### src/rtl/bsync_pkg.sv
package bsync_pkg;

    typedef enum logic [1:0] {
        ST_IDLE  = 2'd0,
        ST_SYNC  = 2'd1,
        ST_DATA  = 2'd2,
        ST_CHECK = 2'd3
    } tx_state_e;

    localparam logic [1:0] CHK_MODE_SUM = 2'b11;

endpackage

### src/rtl/bsync_char_fmt.sv
module bsync_char_fmt #(
    parameter int CHAR_W = 8
) (
    input  logic [CHAR_W-1:0] raw,
    input  logic              par_on,
    input  logic              par_odd,
    output logic [CHAR_W-1:0] fmt
);
    logic par_bit;

    always_comb begin
        par_bit = (^raw[CHAR_W-2:0]) ^ par_odd;
        fmt     = par_on ? {par_bit, raw[CHAR_W-2:0]} : raw;
    end
endmodule

### src/rtl/bsync_chk_next.sv
module bsync_chk_next #(
    parameter int                  CHAR_W   = 8,
    parameter logic [2*CHAR_W-1:0] CRC_POLY = 16'hA001
) (
    input  logic [2*CHAR_W-1:0] chk_in,
    input  logic [CHAR_W-1:0]   char_in,
    input  logic                sum_mode,
    output logic [2*CHAR_W-1:0] chk_out
);
    localparam int CHK_W = 2 * CHAR_W;

    logic [CHK_W-1:0] stage [0:CHAR_W];
    logic [CHK_W-1:0] sum_v;

    assign stage[0] = chk_in;

    for (genvar i = 0; i < CHAR_W; i++) begin : g_bit
        logic fb;
        assign fb           = stage[i][0] ^ char_in[i];
        assign stage[i + 1] = (stage[i] >> 1) ^ (fb ? CRC_POLY : '0);
    end

    assign sum_v   = {chk_in[CHK_W-1:CHAR_W], chk_in[CHAR_W-1:0] ^ char_in};
    assign chk_out = sum_mode ? sum_v : stage[CHAR_W];
endmodule

### src/rtl/bsync_bit_shifter.sv
module bsync_bit_shifter #(
    parameter int CHAR_W = 8
) (
    input  logic              clk,
    input  logic              rst_n,
    input  logic              load,
    input  logic [CHAR_W-1:0] load_val,
    input  logic              step,
    output logic              bit_out,
    output logic              last
);
    localparam int               IDX_W = $clog2(CHAR_W);
    localparam logic [IDX_W-1:0] LAST_IDX = IDX_W'(CHAR_W - 1);

    logic [CHAR_W-1:0] sh_d, sh_q;
    logic [IDX_W-1:0]  idx_d, idx_q;

    always_comb begin
        sh_d  = sh_q;
        idx_d = idx_q;
        if (load) begin
            sh_d  = load_val;
            idx_d = '0;
        end else if (step) begin
            sh_d  = {1'b1, sh_q[CHAR_W-1:1]};
            idx_d = idx_q + IDX_W'(1);
        end
    end

    always_ff @(posedge clk) begin
        if (!rst_n) begin
            sh_q  <= '1;
            idx_q <= '0;
        end else begin
            sh_q  <= sh_d;
            idx_q <= idx_d;
        end
    end

    assign bit_out = sh_q[0];
    assign last    = (idx_q == LAST_IDX);
endmodule

### src/rtl/bsync_tx_framer.sv
module bsync_tx_framer
    import bsync_pkg::*;
#(
    parameter int                  CHAR_W   = 8,
    parameter int                  CNT_W    = 4,
    parameter logic [2*CHAR_W-1:0] CRC_POLY = 16'hA001
) (
    input  logic              clk,
    input  logic              rst_n,
    input  logic              bit_en,
    input  logic [CNT_W-1:0]  cfg_sync_cnt,
    input  logic [1:0]        cfg_chk_mode,
    input  logic              cfg_chk_preset,
    input  logic              cfg_par_en,
    input  logic              cfg_par_odd,
    input  logic              cfg_transp,
    input  logic [CHAR_W-1:0] cfg_sync1,
    input  logic [CHAR_W-1:0] cfg_sync2,
    input  logic              in_valid,
    input  logic              in_sof,
    input  logic              in_eof,
    input  logic [CHAR_W-1:0] in_data,
    output logic              in_ready,
    output logic              tx_bit,
    output logic              tx_active
);
    localparam int CHK_W = 2 * CHAR_W;

    typedef struct packed {
        tx_state_e         st;
        logic              sel;
        logic              fill;
        logic              eof_pend;
        logic              hi_sent;
        logic [CNT_W-1:0]  left;
        logic [CHK_W-1:0]  chk;
        logic              sum_mode;
        logic              par_on;
        logic              par_odd;
        logic [CHAR_W-1:0] syn1;
        logic [CHAR_W-1:0] syn2;
    } regs_t;

    regs_t q, d;

    logic              active;
    logic              ser_bit, ser_last;
    logic              load;
    logic [CHAR_W-1:0] load_val;
    logic              boundary, fetch;
    logic [CHAR_W-1:0] fmt_char;
    logic [CHK_W-1:0]  chk_upd;
    logic              cfg_sum;

    assign active   = (q.st != ST_IDLE);
    assign boundary = bit_en && ser_last && active;
    assign fetch    = boundary &&
                      (((q.st == ST_SYNC) && q.sel && (q.fill || (q.left == '0))) ||
                       ((q.st == ST_DATA) && !q.eof_pend));
    assign cfg_sum  = (cfg_chk_mode == CHK_MODE_SUM) && !cfg_transp;

    bsync_char_fmt #(.CHAR_W(CHAR_W)) u_fmt (
        .raw     (in_data),
        .par_on  (q.par_on),
        .par_odd (q.par_odd),
        .fmt     (fmt_char)
    );

    bsync_chk_next #(.CHAR_W(CHAR_W), .CRC_POLY(CRC_POLY)) u_chk (
        .chk_in   (q.chk),
        .char_in  (fmt_char),
        .sum_mode (q.sum_mode),
        .chk_out  (chk_upd)
    );

    always_comb begin
        d        = q;
        load     = 1'b0;
        load_val = '0;
        unique case (q.st)
            ST_IDLE: begin
                if (in_valid && in_sof) begin
                    d.st       = ST_SYNC;
                    d.sel      = 1'b0;
                    d.fill     = 1'b0;
                    d.eof_pend = 1'b0;
                    d.hi_sent  = 1'b0;
                    d.left     = cfg_sync_cnt;
                    d.chk      = {CHK_W{cfg_chk_preset}};
                    d.sum_mode = cfg_sum;
                    d.par_on   = cfg_sum && cfg_par_en;
                    d.par_odd  = cfg_par_odd;
                    d.syn1     = cfg_sync1;
                    d.syn2     = cfg_sync2;
                    load       = 1'b1;
                    load_val   = cfg_sync1;
                end
            end
            ST_SYNC: begin
                if (boundary && !q.sel) begin
                    d.sel    = 1'b1;
                    load     = 1'b1;
                    load_val = q.syn2;
                end else if (boundary && !fetch) begin
                    d.sel    = 1'b0;
                    d.left   = q.left - CNT_W'(1);
                    load     = 1'b1;
                    load_val = q.syn1;
                end
            end
            ST_DATA: begin
                if (boundary && q.eof_pend) begin
                    d.st      = ST_CHECK;
                    d.hi_sent = 1'b0;
                    load      = 1'b1;
                    load_val  = q.chk[CHAR_W-1:0];
                end
            end
            ST_CHECK: begin
                if (boundary) begin
                    if (!q.sum_mode && !q.hi_sent) begin
                        d.hi_sent = 1'b1;
                        load      = 1'b1;
                        load_val  = q.chk[CHK_W-1:CHAR_W];
                    end else begin
                        d.st = ST_IDLE;
                    end
                end
            end
            default: d.st = ST_IDLE;
        endcase

        if (fetch) begin
            load = 1'b1;
            if (in_valid) begin
                d.st       = ST_DATA;
                d.chk      = chk_upd;
                d.eof_pend = in_eof;
                load_val   = fmt_char;
            end else begin
                d.st     = ST_SYNC;
                d.sel    = 1'b0;
                d.fill   = 1'b1;
                load_val = q.syn1;
            end
        end
    end

    always_ff @(posedge clk) begin
        if (!rst_n) q <= '0;
        else        q <= d;
    end

    bsync_bit_shifter #(.CHAR_W(CHAR_W)) u_shift (
        .clk      (clk),
        .rst_n    (rst_n),
        .load     (load),
        .load_val (load_val),
        .step     (bit_en && active && !load),
        .bit_out  (ser_bit),
        .last     (ser_last)
    );

    assign in_ready  = active ? fetch : !in_sof;
    assign tx_bit    = active ? ser_bit : 1'b1;
    assign tx_active = active;
endmodule

### config.mk
export PLATFORM = sky130hd
export DESIGN_NAME = bsync_tx_framer
export DESIGN_NICKNAME = d
export VERILOG_FILES = /design/src/rtl/bsync_pkg.sv /design/src/rtl/bsync_char_fmt.sv /design/src/rtl/bsync_chk_next.sv /design/src/rtl/bsync_bit_shifter.sv /design/src/rtl/bsync_tx_framer.sv
export SDC_FILE = /design/constraint.sdc
export NUM_CORES = 1
export LEC_CHECK = 0
export BUFFER_PORTS_ARGS = -buffer_cell sky130_fd_sc_hd__buf_4
export CAP_MARGIN = 10
export CORE_MARGIN = 5
export CORE_UTILIZATION = 30
export DETAILED_ROUTE_END_ITERATION = 7
export SLEW_MARGIN = 15
export SYNTH_ARGS = -nofsm -noshare
export SYNTH_HDL_FRONTEND = slang
export SYNTH_SLANG_ARGS = --single-unit
### constraint.sdc
create_clock -name clk -period 3.34 [get_ports clk]
set_input_delay 0.167 -clock clk [delete_from_list [all_inputs] [get_ports clk]]
set_output_delay 0.167 -clock clk [all_outputs]
set_load 0.02 [all_outputs]
==> metrics.txt, run 1 <==
outcome=completed; CP Max Fanout=9; core area=10300 µm²; post-CTS setup buffers=0; Max Slew Vio Count=0; CP Launch Type=flip-flop; Port Buffers=42; ordered cell list for the critical path=inv_1, ha_1, and3b_1, o21ai_1, a222oi_1, o21ai_1, a211o_1, a21oi_1, o21a_1; # H-tree levels=2; drt initial violations=291; Max Buffers Root-to-Sink=2; final cell count without fillers=573; die width=113 µm; Max VDD drop=0.188 mV; Clock Latency Late Sink=~0.32 ns; Critical Path Max Stage Delay=0.49 ns; clk root buf=clkbuf_8; Worst-path clk slew=about 0.10 ns; Power, Total=1.42 mW; top cell type's share of synthesized area=roughly a third; Total Wirelength=around 9400 µm; Yosys reg bits=56; Post-CTS Hold Buffers=0; fin crit period=2.58 ns; Net Count, Synth=around 450; hold path cells=3; global-route wire length before repair=15700 µm; CP Data Required Time=approximately 3.6 ns; Tcrit/Tclk final=77.2%; Placer Congestion=0.844; initial antenna violation count=0; setup repair after global routing missed its margin=false; 1st-pass router iterations=5; synth top area cells=dfxtp_1 35%, nand2_1 8.4%, a21oi_1 5.2%; Syn-to-layout area delta=16.5%; drt wl/cell=16.3 µm; Initial Util=30.8%; post-DP HPWL=6930 µm; setup TNS=0 ns; count of final hold-check violations=0; Crit. End Element=flip-flop; Hold Crit Class=primary input to flip-flop; DRC violations left=0; Overflow after GRT=0; Worst Reg2Reg Path Length in Cells=9; slowest CP cell=a222oi_1; sequential-to-total area share from yosys stat=35.2%; R2R Setup Slk=0.76 ns; post-synth top area cell=dfxtp_1; Syn Std Cell Area=around 3200 µm²; cells after synthesis=406; layout cells sized above 1=approximately 15%; Final Skew=0.0120 ns; Post-Place Cells=565; fraction of registers with async set/reset=0%; Layout Nets=483; Fmax achieved=between 300 and 400 MHz; worst slew pin tran=0.822 ns; Die Height=113 µm; GRT Total Usage=14.9%; FP Rows=37; die area=between 10000 and 15000 µm²; ANT cells=0; synth warn=0; vias in the first global route=3102; cell area power density=383 nW/µm²; Critical Path AT=around 2.8 ns; syn_area_per_cell=7.84 µm²; Layout fillers=1085; count of different cell masters after synthesis=52; most frequent CP cell=o21ai_1; Synth Flop Type=dfxtp_1; leakage=approximately 1.4 nW; # setup viols final=0; vias per std cell=5.44; TritonCTS clock tree=yes; via count=3119; cell with the most instances after synthesis=nand2_1; post-route ant nets=0; crit path kind=flip-flop to flip-flop; largest net degree at the start of global routing=38; Num CTS Buffers=5; clk sinks=56; Top Ports=43; max-capacitance violation count=0; post_cts resized=0; EDFF count, synth=0; Slew HR=between 40% and 50%; top cells by count, synth=71 x nand2_1, 56 x dfxtp_1, 33 x a21oi_1
## report_power, final
part	internal (mW)	leakage (nW)	total, mW	switching [mW]
sequential	0.702	0.458	0.727	0.0250
combinational	0.132	0.911	0.288	0.156
clock	0.169	0.0434	0.407	0.239
## per-stage QoR
| stage | instance area (µm²) | hold WS (ns) | setup slack (ns) | util [%] |
|---|---|---|---|---|
| 5_1_grt | 3710 | 0.0979 | 0.578 | 35.9 |
| 3_5_place_dp | 3610 | 0.425 | 0.838 | 35.0 |
| 2_1_floorplan | 3180 | 0.303 | 1.03 | - |
| 6_report | 3710 | 0.0867 | 0.760 | 35.9 |
| 4_1_cts | 3710 | 0.0846 | 0.798 | 35.9 |
| 3_3_place_gp | 3610 | 0.407 | 0.891 | 35.0 |
## layout make-up
class	count	area (µm²)	share of cell area, %
multi-input combinational	310	1900	51.2
inverter	14	52.6	1.42
clock inverter	2	15.0	0.405
timing repair buffer	49	368	9.92
tap	136	170	4.59
sequential	56	1120	30.2
clock buffer	6	82.6	2.23
## critical path: cells and delay by family, from the launching register on
| kind | cells | cell delay [ns] |
|---|---|---|
| adder cells (fa/ha/maj) | 1 | 0.33 |
| AND/OR/NAND/NOR | 1 | 0.40 |
| buffers and inverters | 1 | 0.09 |
| flip-flops | 1 | 0.42 |
| AO/OA/AOI/OAI | 6 | 1.31 |
## state kept, by name, indices dropped and copies added (netlist names)
register       flops
q                 45
u_shift.sh_q       8
u_shift.idx_q      3
## final timing paths
kind	end	startpoint
setup / recovery	q[43]	q[43]
hold reg to reg	q[8]	q[8]
setup reg to reg	q[43]	q[43]
hold / removal	q[17]	cfg_par_en
## per-layer routing
layer  part of all wire (%)  global-route usage (%)
met5                      0                       0
met4                    1.3                    3.53
met3                    6.5                    2.73
met2                     46                    23.8
met1                     46                    20.9
## cell usage in the layout, fill, tap and decap left out, types with 3 or more instances in the layout
master / count
buf_4: 49
and2_1: 5
a22oi_1: 14
clkbuf_8: 6
mux2i_1: 4
nor3_1: 4
xnor2_1: 15
nand2_1: 71
o21ai_1: 9
nor4_1: 3
and3_1: 4
a21oi_1: 33
a31oi_1: 24
nor2_1: 27
o21ai_0: 10
a211oi_1: 9
o311a_1: 4
nand4_1: 6
ha_1: 7
nand3_1: 7
a221oi_1: 4
or3_1: 4
xor2_1: 9
inv_1: 12
o22ai_1: 4
dfxtp_1: 56
## cells by family after synthesis
family	count (synthesis)	share of synthesized area, %
buf+inv	40	5.11
compound gates	128	26.7
flops	56	35.2
xor+xnor	26	8.06
fa+ha+maj	7	2.75
simple gates	144	20.6
mux	5	1.61
(Power assumes the default switching activity.)
==> run 2, diff against run 1 <==
==> constraint.sdc (replaced) <==
create_clock -name clk -period 2.3 [get_ports clk]
set_input_delay 0.115 -clock clk [delete_from_list [all_inputs] [get_ports clk]]
set_output_delay 0.115 -clock clk [all_outputs]
set_load 0.02 [all_outputs]
==> run 2 against run 1 <==
Compared with the run above: global-route usage is 0.14 points lower; core utilization rose by 2.1 points; fmax rose by 19%; combinational power is 58% higher; total power increased by 47%; sequential power increased by 44%; register-to-register slack worse by 0.63 ns; worst hold slack got worse by 0.060 ns; die area stayed put; setup slack worse by 0.63 ns; clock power up 45%; via count grew 2.3%; critical path type unchanged; critical endpoint unchanged.
==> metrics.txt, run 2 (synthesis results as in run 1) <==
outcome=completed; FP Rows=37 (unchanged); leakage=1.53 nW (+8.4%); layout cells sized above 1=21.6% (+6.7 points); Placer Congestion=0.873 (+3.4%); Clock Latency Late Sink=0.32 ns (about the same); Total Wirelength=9330 µm (-0.40%); Reg-to-Reg Start=q[44]; CP Launch Type=flip-flop; GRT Total Usage=14.8% (-0.14 points); largest net degree at the start of global routing=37 (-2.6%); global-route wire length before repair=15600 µm (-0.65%); Int Pwr=1.46 mW (+46%); post-route ant nets=0 (unchanged); clock network power share=28.1% (-0.5 points); hold path cells=3 (unchanged); Largest regs=q x45, u_shift.sh_q x8, u_shift.idx_q x3; slowest CP cell=dfxtp_2; CP Data Required Time=2.57 ns (-1.03 ns); worst slew pin tran=0.467 ns (-0.356 ns); 1st-pass router iterations=5 (unchanged); post-DP HPWL=6870 µm (-0.83%); DP Worst Slack=-0.00505 ns (-0.843 ns); ANT cells=0 (unchanged); core area=10300 µm² (unchanged); Crit. End Element=flip-flop; Fmax achieved=462 MHz (+19%); Max VDD drop=0.268 mV (+43%); Top Ports=43 (unchanged); count of final hold-check violations=0 (unchanged); die width=113 µm (unchanged); Critical Path AT=2.43 ns (-0.41 ns); R2R Path End=q[43]; max FFs per register=45 (unchanged); Layout Nets=505 (+4.6%); Reg with most FFs=q; cell area power density=534 nW/µm² (+39%); Max Slew Vio Count=0 (unchanged); final worst slack=0.134 ns (-0.627 ns); Num CTS Buffers=5 (unchanged); die area=12800 µm² (unchanged); Logic pwr share=21.6% (+1.3 points); vias per std cell=5.36 (-1.5%); Worst-path clk slew=0.12 ns (+0.02 ns); initial antenna violation count=0 (unchanged); drt initial violations=276 (-5.2%); clk root buf=clkbuf_8; Power, Total=2.10 mW (+47%); Max Buffers Root-to-Sink=2 (unchanged); Buffers & Inverters on Critical Path=2 (+1); fin crit period=2.17 ns (-0.413 ns); vias in the first global route=3146 (+1.4%); # setup viols final=0 (unchanged); crit path kind=flip-flop to flip-flop; Post-CTS Hold Buffers=0 (unchanged); WHS Endpoint=q[16]; Worst Reg2Reg Path Length in Cells=10 (+1); R2R Setup Slk=0.13 ns (-0.63 ns); CP Max Fanout=7 (-2); clk sinks=56 (unchanged); setup TNS=0 ns (unchanged); Final Skew=0.0102 ns (-0.00175 ns); TritonCTS clock tree=yes; Syn-to-layout area delta=23.3%; fin util=38.0% (+2.1 points); Overflow after GRT=0 (unchanged); Hold Crit Class=primary input to flip-flop; Critical Path Max Stage Delay=0.36 ns (-0.13 ns); max-capacitance violation count=0 (unchanged); Initial Util=30.8% (unchanged); Sw Pwr=636 µW (+52%); Tcrit/Tclk final=94.2% (+17 points); Port Buffers=42 (unchanged); via count=3191 (+2.3%); CP top delay family=compound AO/OA/AOI/OAI gates; Die Height=113 µm (unchanged); # H-tree levels=2 (unchanged); Reg power frac=50.3% (-0.8 points); drt wl/cell=15.7 µm (-4.1%); DRC violations left=0 (unchanged); most frequent cells in the layout=71 x nand2_1, 71 x buf_4, 53 x dfxtp_1; ordered cell list for the critical path=inv_1, ha_2, and3b_2, buf_4, nand2_1, a222oi_1, o21ai_1, a211o_1, a21oi_1, o21a_1; Sw Ratio=30.3% (+0.83 points); Slew HR=68.9% (+24 points); worst hold start=cfg_par_odd
==> run 2: layer usage <==
| layer | vias up | wire [µm] | global-route usage [%] |
|---|---|---|---|
| li1 | 1565 | - | - |
| met1 | 1518 | 4370 | 20.7 |
| met2 | 104 | 4360 | 24.4 |
| met3 | 4 | 564 | 2.46 |
| met4 | 0 | 36 | 2.32 |
| met5 | - | 0 | 0 |
==> run 2: cell type report <==
class,instances,area (µm²)
clock buffer,5,68.8
clock inverter,3,26.3
fill,1090,6400
inverter,14,52.6
multi-input combinational,310,1950
sequential,56,1120
tap,136,170
timing repair buffer,71,533
==> run 2: repair_timing <==
item	CTS	global route
setup endpoints to repair	1	20
gates resized for setup	1	12
pin swaps	0	2
setup buffers	0	5
==> run 2: worst min-delay path, stage by stage <==
cell and delay, ns:
buf_4 0.11, nand2_1 0.04, a21oi_1 0.05
==> run 2: power by group through the flow <==
stage / clock [mW] / combinational, mW / sequential (mW)
6_report: 0.589 / 0.454 / 1.05
5_1_grt: 0.641 / 0.500 / 1.06
3_5_place_dp: 0 / 0.440 / 1.08
3_3_place_gp: 0 / 0.433 / 1.07
2_1_floorplan: 0 / 0.291 / 1.07
4_1_cts: 0.606 / 0.442 / 1.05
==> run 2: how the worst max path moves through the flow <==
stage / slack [ns] / start / cells after the start / endpoint
final: 0.13 / q[44] / 10 / q[43]
after global routing: -0.005 / q[44] / 10 / q[43]
after CTS: 0.03 / q[44] / 9 / q[43]
after detailed placement: -0.005 / q[44] / 9 / q[43]
after global placement: 0.07 / q[44] / 9 / q[43]
after floorplan: 0.004 / q[43] / 13 / u_shift.sh_q[0]
==> run 2: metrics by stage <==
step / hold WS [ns] / std cells / instance area, µm²
floorplan: 0.251 / 406 / 3190
finish: 0.0270 / 595 / 3930
detailed placement: 0.359 / 582 / 3740
global placement: 0.353 / 582 / 3740
global route: 0.0194 / 595 / 3930
CTS: 0.0226 / 590 / 3840
==> run 3, diff against run 2 <==
--- a/config.mk
+++ b/config.mk
@@ -8,8 +8,9 @@
 export BUFFER_PORTS_ARGS = -buffer_cell sky130_fd_sc_hd__buf_4
 export CAP_MARGIN = 10
 export CORE_MARGIN = 5
-export CORE_UTILIZATION = 30
+export CORE_UTILIZATION = 40
 export DETAILED_ROUTE_END_ITERATION = 7
+export SETUP_SLACK_MARGIN = 0.1
 export SLEW_MARGIN = 15
 export SYNTH_ARGS = -nofsm -noshare
 export SYNTH_HDL_FRONTEND = slang
==> run 3 against run 2 <==
Compared with the run above: worst hold slack got worse by 0.0042 ns; register-to-register slack better by 0.04 ns; non-clock buffer count grew 2; via count increased by 1.7%; setup slack better by 0.039 ns; final cell count decreased by 5.2%; critical path type unchanged.
==> metrics.txt, run 3 (synthesis results as in run 1) <==
outcome=completed; Fmax achieved=470 MHz (+1.8%); Top Ports=43 (unchanged); Placed Area=3690 µm² (-1.3%); max-capacitance violation count=0 (unchanged); most frequent cells in the layout=72 x buf_4, 71 x nand2_1, 51 x dfxtp_1; die area=9850 µm² (-23%); # H-tree levels=2 (unchanged); CP Max Fanout=5 (-2); TritonCTS clock tree=yes; Max Slew Vio Count=0 (unchanged); Largest regs=q x45, u_shift.sh_q x8, u_shift.idx_q x3; Initial Util=41.2% (+10 points); post-DP HPWL=7010 µm (+2.0%); vias per std cell=5.75 (+7.2%); Final Skew=0.00856 ns (-0.00166 ns); fin crit period=2.13 ns (-0.0393 ns); setup TNS=0 ns (unchanged); Layout Nets=508 (+0.59%); setup repair after global routing missed its margin=true; Crit. End Element=flip-flop; cell area power density=538 nW/µm² (+0.77%); DP Worst Slack=0.0340 ns (+0.0391 ns); Overflow after GRT=0 (unchanged); Max VDD drop=0.287 mV (+7.2%); crit path kind=flip-flop to flip-flop; drt wl/cell=16.7 µm (+6.5%); CP Data Required Time=2.58 ns (about the same); max FFs per register=45 (unchanged); layout cells sized above 1=24.2% (+2.7 points); die width=99.2 µm (-12%); Max Buffers Root-to-Sink=2 (unchanged); clk sinks=56 (unchanged); worst slew pin tran=0.464 ns (-0.00257 ns); Hold Crit Class=primary input to flip-flop; CP startpoint=q[44]; ANT cells=0 (unchanged); via count=3244 (+1.7%); Tcrit/Tclk final=92.5% (-1.7 points); Syn-to-layout area delta=24.0%; drt initial violations=206 (-25%); Placer Congestion=0.907 (+3.9%); Reg with most FFs=q; Post-CTS Hold Buffers=0 (unchanged); Num CTS Buffers=5 (unchanged); vias in the first global route=2959 (-5.9%); largest net degree at the start of global routing=37 (unchanged); count of final hold-check violations=0 (unchanged); worst hold start=cfg_par_en; Power, Total=2.13 mW (+1.4%); Clock Latency Late Sink=0.32 ns (about the same); initial antenna violation count=0 (unchanged); Die Height=99.2 µm (-12%); Total Wirelength=9410 µm (+0.94%); # setup viols final=0 (unchanged); Critical Path AT=2.40 ns (-0.03 ns); CP Launch Type=flip-flop; clk root buf=clkbuf_8; commonest non-fill, non-tap cell in the layout=buf_4; Worst-path clk slew=0.11 ns (about the same); post-route cell area=3950 µm² (+0.64%); DRC violations left=0 (unchanged); core area=7730 µm² (-25%); Port Buffers=42 (unchanged); GRT Total Usage=18.7% (+3.9 points); FP Rows=32 (-14%); global-route wire length before repair=15000 µm (-4.0%); 1st-pass router iterations=5 (unchanged); Reg-to-Reg Start=q[44]; fin util=51.1% (+13 points); post-route ant nets=0 (unchanged); leakage=1.54 nW (+0.63%); final worst slack=0.173 ns (+0.0393 ns); Slew HR=69.1% (+0.17 points)
==> run 3: cell count changes in the layout (fill, tap and decap cells not counted), moves of 2 or more <==
cell,previous run,this run
dfxtp_1,53,51
dfxtp_2,3,5
inv_6,2,0
o21ai_1,9,7
o21ai_2,0,2
==> run 3: final cells by class <==
cell class	count	area [µm²]
fill	758	3780
tap	102	128
clock inverter	3	27.5
multi-input combinational	311	1990
inverter	14	52.6
timing repair buffer	73	552
sequential	56	1130
clock buffer	5	68.8
==> run 3: power by group <==
part / switching, mW / internal (mW)
logic: 0.242 / 0.229
clock network: 0.373 / 0.225
registers: 0.0386 / 1.02
==> run 3: path summary, 6_finish.rpt <==
path | to | slack (ns) | depth (start not counted)
max | q[43] | 0.17 | 10
min reg2reg | q[14] | 0.46 | 2
min | q[17] | 0.02 | 3
max reg2reg | q[43] | 0.17 | 10
==> run 3: metrics by stage <==
| stage | hold WS [ns] | instances |
|---|---|---|
| after global routing | 0.0164 | 564 |
| after global placement | 0.355 | 546 |
| after CTS | 0.0242 | 557 |
| after detailed placement | 0.362 | 546 |
| after floorplan | 0.251 | 406 |
| final | 0.0228 | 564 |
==> run 3: per-layer routing <==
| layer | share of wire (%) | vias up | GRT usage (%) |
|---|---|---|---|
| met2 | 47 | 90 | 29.8 |
| met1 | 46 | 1562 | 26.9 |
| met3 | 5.8 | 6 | 3.30 |
| met4 | 0.74 | 0 | 3.05 |
| li1 | - | 1586 | - |
| met5 | 0 | - | 0 |
==> run 3: repair_timing <==
| action | CTS | global route |
|---|---|---|
| resized for setup | 5 | 16 |
| buffers inserted | 3 | 6 |
| gates cloned | 0 | 1 |
| endpoints found under the setup margin | 10 | 25 |
| pin swaps | 2 | 6 |
==> run 3: worst max-delay path: stages, from the launching register on <==
cell and delay, ns:
dfxtp_2 0.38, inv_2 0.06, ha_2 0.18, and3b_2 0.28, buf_4 0.14, nand2_1 0.05
a222oi_1 0.32, o21ai_1 0.16, a211o_1 0.27, a21oi_2 0.14, o21a_1 0.11
